### src/rtl/scan_seq.sv
module scan_seq #(
  parameter int NCH       = 128,
  parameter int LEAD      = 19,
  parameter int SLOT      = 4,
  parameter int TRIG_PH   = 2,
  parameter int INTEG_DLY = 8
) (
  input  logic                   clk,
  input  logic                   rst_n,
  input  logic                   integ_in,
  input  logic                   start_n,
  input  logic                   slave_mode,
  output logic                   integ_win,
  output logic [NCH-1:0]         chan_sel,
  output logic [$clog2(NCH)-1:0] chan_idx,
  output logic                   trig,
  output logic                   eos_n,
  output logic                   proto_err
);
  localparam int CW = $clog2(NCH);
  localparam int PW = (SLOT > 2) ? $clog2(SLOT) : 1;
  localparam int LW = $clog2(LEAD + 1);

  typedef enum logic [1:0] {IDLE, PRE, SCAN, DONE} st_t;

  st_t                  st;
  logic [LW-1:0]        lcnt;
  logic [PW-1:0]        ph;
  logic [CW-1:0]        ch;
  logic                 integ_q, start_q, err_q;
  logic [INTEG_DLY-1:0] dly;

  wire rise  = integ_in & ~integ_q;
  wire fall  = ~integ_in & integ_q;
  wire sfall = ~start_n & start_q;
  wire busy  = (st != IDLE);
  wire go_m  = ~slave_mode & fall;
  wire go_s  = slave_mode & sfall;

  always_ff @(posedge clk or negedge rst_n) begin
    if (!rst_n) begin
      st      <= IDLE;
      lcnt    <= '0;
      ph      <= '0;
      ch      <= '0;
      integ_q <= 1'b0;
      start_q <= 1'b1;
      err_q   <= 1'b0;
      dly     <= '0;
    end else begin
      integ_q <= integ_in;
      start_q <= start_n;
      dly     <= {dly[INTEG_DLY-2:0], integ_in};
      err_q   <= rise & busy;
      case (st)
        IDLE: begin
          if (go_s) begin
            st <= SCAN;
            ch <= '0;
            ph <= '0;
          end else if (go_m) begin
            st   <= PRE;
            lcnt <= LW'(1);
          end
        end
        PRE: begin
          lcnt <= lcnt + LW'(1);
          if (lcnt == LW'(LEAD - 1)) begin
            st <= SCAN;
            ch <= '0;
            ph <= '0;
          end
        end
        SCAN: begin
          if (ph == PW'(SLOT - 1)) begin
            ph <= '0;
            if (ch == CW'(NCH - 1)) st <= DONE;
            else ch <= ch + CW'(1);
          end else begin
            ph <= ph + PW'(1);
          end
        end
        default: st <= IDLE;
      endcase
    end
  end

  assign integ_win = dly[INTEG_DLY-1];
  assign chan_sel  = (st == SCAN) ? ({{(NCH-1){1'b0}}, 1'b1} << ch) : '0;
  assign chan_idx  = ch;
  assign trig      = (st == SCAN) && (ph == PW'(TRIG_PH));
  assign eos_n     = (st != DONE);
  assign proto_err = err_q;

  assert_trig_single_R4: assert property (@(posedge clk) disable iff (!rst_n)
    trig |=> !trig);
  assert_trig_onehot_R3: assert property (@(posedge clk) disable iff (!rst_n)
    trig |-> $onehot(chan_sel));
  assert_eos_width_R5: assert property (@(posedge clk) disable iff (!rst_n)
    !eos_n |=> eos_n);
  assert_eos_idle_R5: assert property (@(posedge clk) disable iff (!rst_n)
    !eos_n |-> (chan_sel == '0));
  assert_first_chan_R3: assert property (@(posedge clk) disable iff (!rst_n)
    $rose(|chan_sel) |-> (chan_idx == '0));
  assert_err_keeps_scan_R8: assert property (@(posedge clk) disable iff (!rst_n)
    (proto_err && $past(|chan_sel)) |-> ((|chan_sel) || !eos_n));
endmodule

### config.mk
export PLATFORM = sky130hd
export DESIGN_NAME = scan_seq
export DESIGN_NICKNAME = d
export VERILOG_FILES = /design/src/rtl/scan_seq.sv
export SDC_FILE = /design/constraint.sdc
export NUM_CORES = 1
export LEC_CHECK = 0
export BUFFER_PORTS_ARGS = -buffer_cell sky130_fd_sc_hd__buf_2
export CAP_MARGIN = 10
export CORE_ASPECT_RATIO = 0.9
export CORE_MARGIN = 5
export CORE_UTILIZATION = 37
export DETAILED_ROUTE_END_ITERATION = 16
export HOLD_SLACK_MARGIN = 0.05
export PLACE_DENSITY_LB_ADDON = 0.25
export SYNTH_ARGS = -nofsm -noshare
export SYNTH_HDL_FRONTEND = slang
export SYNTH_SLANG_ARGS = --single-unit
### constraint.sdc
create_clock -name clk -period 1.77 [get_ports clk]
set_input_delay 0.2655 -clock clk [delete_from_list [all_inputs] [get_ports clk]]
set_output_delay 0.2655 -clock clk [all_outputs]
set_load 0.01 [all_outputs]
## Word level (Yosys, flattened, before mapping)

Cells that the tools add are included.

- Register bits after elaboration: 27
- Word-level logic and storage cells: 65

- Reductions and logical operators: 9
- Mux-type cells: 19
- Shifts and indexed selects: 1
- Equality and inequality tests: 15
- Bitwise gates (word level): 10
- Add/sub/neg operators: 3

Operators by type and width:

| kind | count |
|---|---|
| $mux 128 | 1 |
| $shl 1x7->128 const A | 1 |
| $mux 7 | 4 |
| $pmux 7 s3 | 1 |
| $mux 2 | 8 |
| $ne 2x2->1 const B | 8 |
| $pmux 2 s3 | 2 |
| $mux 5 | 2 |
| $pmux 5 s2 | 1 |
| $add 7x1->7 const B | 1 |
| $eq 7x7->1 const B | 1 |
| $and 1x1->1 | 6 |
| $eq 2x2->1 const B | 3 |
| $reduce_and 3->1 | 2 |
| $add 5x1->5 const B | 1 |
| $eq 5x5->1 const B | 1 |
| $reduce_and 5->1 | 1 |
| $not 1->1 | 4 |
| $reduce_and 4->1 | 1 |
| $reduce_bool 2->1 | 2 |
| $ne 3x3->1 const B | 1 |
| $reduce_bool 3->1 | 1 |
| $add 2x1->2 const B | 1 |
| $eq 2x1->1 const B | 1 |
| other kinds (2) | 2 |

## Longest topological paths before layout

- Word-level depth: 6
- Depth in mapped cells: 7
- Depth with buffers taken out: 6

## Worst setup path before layout

Ideal clock, no wire load.

- Kind: reg2out
- From: register st[0]
- To: output port chan_sel[86]
- Arrival: 1.703 ns
- Cell stages (with the launch flop): 8
- Slack: -0.198 ns
- Data required time: 1.505 ns
- Buffers on the path: 1
- Cell sequence: dfrtp_1 inv_1 ha_1 inv_1 nor2_1 nand3_1 buf_2 nor2_1

- Cells in the longest elaborated chain, start to end: 2

RTL lines:

| what | RTL line | RTL |
|---|---|---|
| from (decl) | 26 | `st_t st;` |
| from (signal assigned) | 42 | `st <= IDLE;` |
| from (signal assigned) | 58 | `st <= SCAN;` |
| from (signal assigned) | 62 | `st <= PRE;` |
| $eq 2x2->1 | 89 | `assign chan_sel = (st == SCAN) ? ({{(NCH-1){1'b0}}, 1'b1} << ch) : '0;` |
| $mux 128 | 89 |  |
| to (decl) | 14 | `output logic [NCH-1:0] chan_sel,` |

No other way between the ends.

## Worst setup path in the final report

- From: register st[0]
- To: output port chan_sel[69]

The elaborated chain is that of the path after synthesis.

==> impl_results.md <==
* Pre-Repair DR Iteration Count at 4
* Post-Route WL at about 9500 um
* Crit path max fanout at 12
* Die W at slightly below 90 um
* Syn nets at 314
* Clock power frac at 0.436
* Slew HR at 0.634
* Sequential Power Share at 0.541
* Hold/Removal Path Class: in2reg
* Avg Vias per Cell at roughly 5.1
* Leak pwr at a little under 2 nW
* Routed Antenna Nets at 0
* Crit path time final at roughly 1.9 ns
* Int Pwr at ~920 uW
* Placed instance area at around 0.0032 mm^2
* Worst R2R Path Depth at 8
* Worst-path clk slew at 0.09 ns
* H-Tree Depth at 1
* Critical Path RT at about 1.5 ns
* Worst path cell trace: inv_2 -> ha_4 -> inv_4 -> nor2_4 -> nand2_2 -> buf_12 -> nor2_1 -> buf_2
* Syn Inst Count at around 300
* Total Nets Final at between 500 and 600
* Clk sink count at 26
* Global-route wire length before repair at 13600 um
* Violated checks: negative setup slack
* Worst Tran Pin Value at 0.549 ns
* Largest cells by area after synthesis: dfrtp_1 31%, nor2_1 26%, ha_1 8.6%, nand2_1 4.3%, nand3_1 2.2%
* Root Driver: clkbuf_8
* Hold Vio Cnt, Final at 0
* Comb power frac at 0.024
* Worst slack, placed at -0.0453 ns
* N_diodes at 0
* Setup TNS at -12.78 ns
* Buf+Inv Stages, Crit Path at 4
* Core area at roughly 0.0053 mm^2
* Fin Clk Skew at 0.00721 ns
* Row cnt at 25
* Final Instance Area at 0.00401 mm^2
* Critical Path Max Stage Delay at ~0.4 ns
* IR drop worst, VDD at approximately 0.44 mV
* Syn Std Cell Area at around 0.0020 mm^2
* Die Ht at 80.2 um
* Critical path type: reg2out
* Placed cell count at 522
* Sequential fraction of the synthesis area at 0.321
* Share of post-route cells with drive strength above 1 at 0.696
* Final WS setup at -0.174 ns
* Switch Pwr at between 200 and 250 uW
* Clock Latency Late Sink at 0.27 ns
* Routed vias at approximately 2800
* DRT iter0 DRCs at 209
* Final Util at 0.759
* Post-Layout Cell Count at between 500 and 600
* GRT Resource Usage Total at 0.242
* Pin count of the biggest net entering global routing at 27
* R2R Path Start: st[1]
* Layout area overhead at 97.9%
* Power per cell area at 281 mW/mm^2
* RSZ-0062 raised after global routing: true
* Sw Share at 0.186
* Run status: finished with violations
* Vias in the first global route at between 2000 and 3000
* Fmax at around 500 MHz
* Yosys top cell area share at 0.308
* Synth warnings at 0
* Longest Clk Path Bufs at 2
* Final setup vio count at roughly 130
* Nature of the critical path startpoint: register
* Initial core utilization at 0.384
* Crit-path leading delay family: buffers and inverters
* DRC errors left at 0
* Worst hold stages at 1
* Final Max Slew Viols at 0
* Crit path capture type: output pin
* Total CTS buffers at 3
* RR Endpoint: chan_idx[4]
* Max Cap Viol at 0
* DP Wirelength at around 6500 um
* Crit path max-delay cell type: dfrtp_1
* Critical Path AT at 1.68 ns
* Initial antenna violation count at 0
* Yosys top cell by area: dfrtp_1
* Tcrit/Tclk final at 1.10
* Top Ports at about 140
* Netlist cell types at 40
* Total grt overflow at 0
* Die ar. at 0.00706 mm^2
* FF-to-FF setup slack at -0.05 ns
* Hold EP: start_q
* CTS tree: done
* Wire length per cell at around 17 um
* Syn Area/Cell at just under 7 um^2
* Number of synthesized register bits at 26
* Port buffer count at 143
* Min-delay src: start_n
* Final RePlAce weighted congestion at roughly 0.92
* Fillers at ~360
## sequential cells by signal (all words and copies together), names as in the netlist
| name | flops |
|---|---|
| start_q | 1 |
| chan_idx | 7 |
| lcnt | 5 |
| ph | 2 |
| dly | 8 |
| proto_err | 1 |
| st | 2 |
## cell families after synthesis
family                   after synthesis  synth area share
buffers and inverters                 28            0.0561
XOR/XNOR                               2           0.00864
AND/OR/NAND/NOR                      197             0.421
adder cells (fa/ha/maj)               14            0.0864
multiplexers                           4            0.0210
flip-flops                            26             0.321
AO/OA/AOI/OAI                         24            0.0858
## power groups by stage
stage	Clock [mW]	Sequential (mW)	Combinational [mW]
after detailed placement	0	0.621	0.0254
after global routing	0.521	0.611	0.0305
after CTS	0.493	0.609	0.0273
after global placement	0	0.621	0.0252
after floorplan	0	0.622	0.00415
final	0.491	0.609	0.0269
## final cells by class
class / count / area, um^2 / share of cell area
well taps: 67 / 83.8 / 0.0209
clock buffers: 3 / 41.3 / 0.0103
multi-input cells: 241 / 1780 / 0.445
inverters: 11 / 46.3 / 0.0115
flip-flops and latches: 26 / 661 / 0.165
repair buffers: 201 / 1370 / 0.341
clock inverters: 1 / 30.0 / 0.00748
## Yosys cell counts
cell         n
or3_1        1
a32o_1       3
a21oi_1      4
a2bb2oi_2    1
o211ai_1     3
clkbuf_2     2
and4_1       1
and4bb_2     1
a31oi_1      1
nand2b_1     1
buf_2        5
mux2i_1      2
inv_1       11
nor2b_1      5
nand4_4      1
nand2_1     23
a211o_1      1
o2111ai_1    1
nor2_1     139
nand3b_1     2
a221oi_1     1
nor3_1       1
o21ai_0      7
o211a_1      1
clkbuf_1     9
mux2_2       2
or3b_2       1
and3_1       1
and2_1       4
nand4bb_1    1
xor2_1       2
buf_1        1
nand3_1      9
ha_1        14
nor3b_1      2
and3b_1      1
dfstp_2      1
dfrtp_1     25
a22o_1       1
nand4_1      3
## worst reg2reg max path: cells and delay by family, from the launching register on
kind / cells / cell delay, ns
and+or+nand+nor: 1 / 0.13
buffers and inverters: 3 / 0.44
AOI/OAI and AO/OA: 3 / 0.54
DFF: 1 / 0.43
adders and majority gates: 1 / 0.18
## per-layer routing
layer / wire length (um) / GRT usage / share of wire
met5: 0 / 0 / 0
met4: 291 / 0.104 / 0.031
met3: 721 / 0.0738 / 0.076
met2: 4940 / 0.428 / 0.52
met1: 3560 / 0.265 / 0.37
## metrics by stage
| stage | hold WS (ns) | power, mW |
|---|---|---|
| floorplan | -0.0301 | 0.626 |
| global placement | 0.281 | 0.646 |
| detailed placement | 0.281 | 0.646 |
| CTS | 0.0945 | 1.13 |
| global route | 0.0867 | 1.16 |
| finish | 0.0954 | 1.13 |
## how the worst max path moves through the flow
stage | start | to | slack [ns] | cells after the start
floorplan | st[0] | chan_sel[94] | -0.03 | 7
global placement | st[1] | chan_idx[1] | 0.02 | 6
detailed placement | st[1] | chan_idx[1] | -0.05 | 6
CTS | st[1] | chan_sel[95] | -0.12 | 7
global route | st[0] | chan_sel[84] | -0.27 | 8
finish | st[0] | chan_sel[69] | -0.17 | 8
## placed cells by master, fill, tap and decap left out, drive strengths merged, types with 2 or more instances in the layout
master,netlist,routed
a32o,3,3
mux2,2,2
a21oi,4,4
dfrtp,25,25
mux2i,2,2
xor2,2,2
ha,14,14
o211ai,3,3
nor3b,2,2
nand3b,2,2
nand4,4,4
nor2,139,139
inv,11,11
nor2b,5,5
clkbuf,11,5
o21ai,7,7
nand2,23,23
and2,4,4
nand3,9,9
buf,6,198
## timing repair
action / in CTS / in global routing
resized for setup: 87 / 60
pin swaps: 11 / 11
endpoints found under the hold margin: 25 / 0
setup buffers: 11 / 8
hold buffers: 1 / 0
endpoints found under the setup margin: 135 / 141
cloned: 4 / 2
Power figures use the tool's default switching activity.
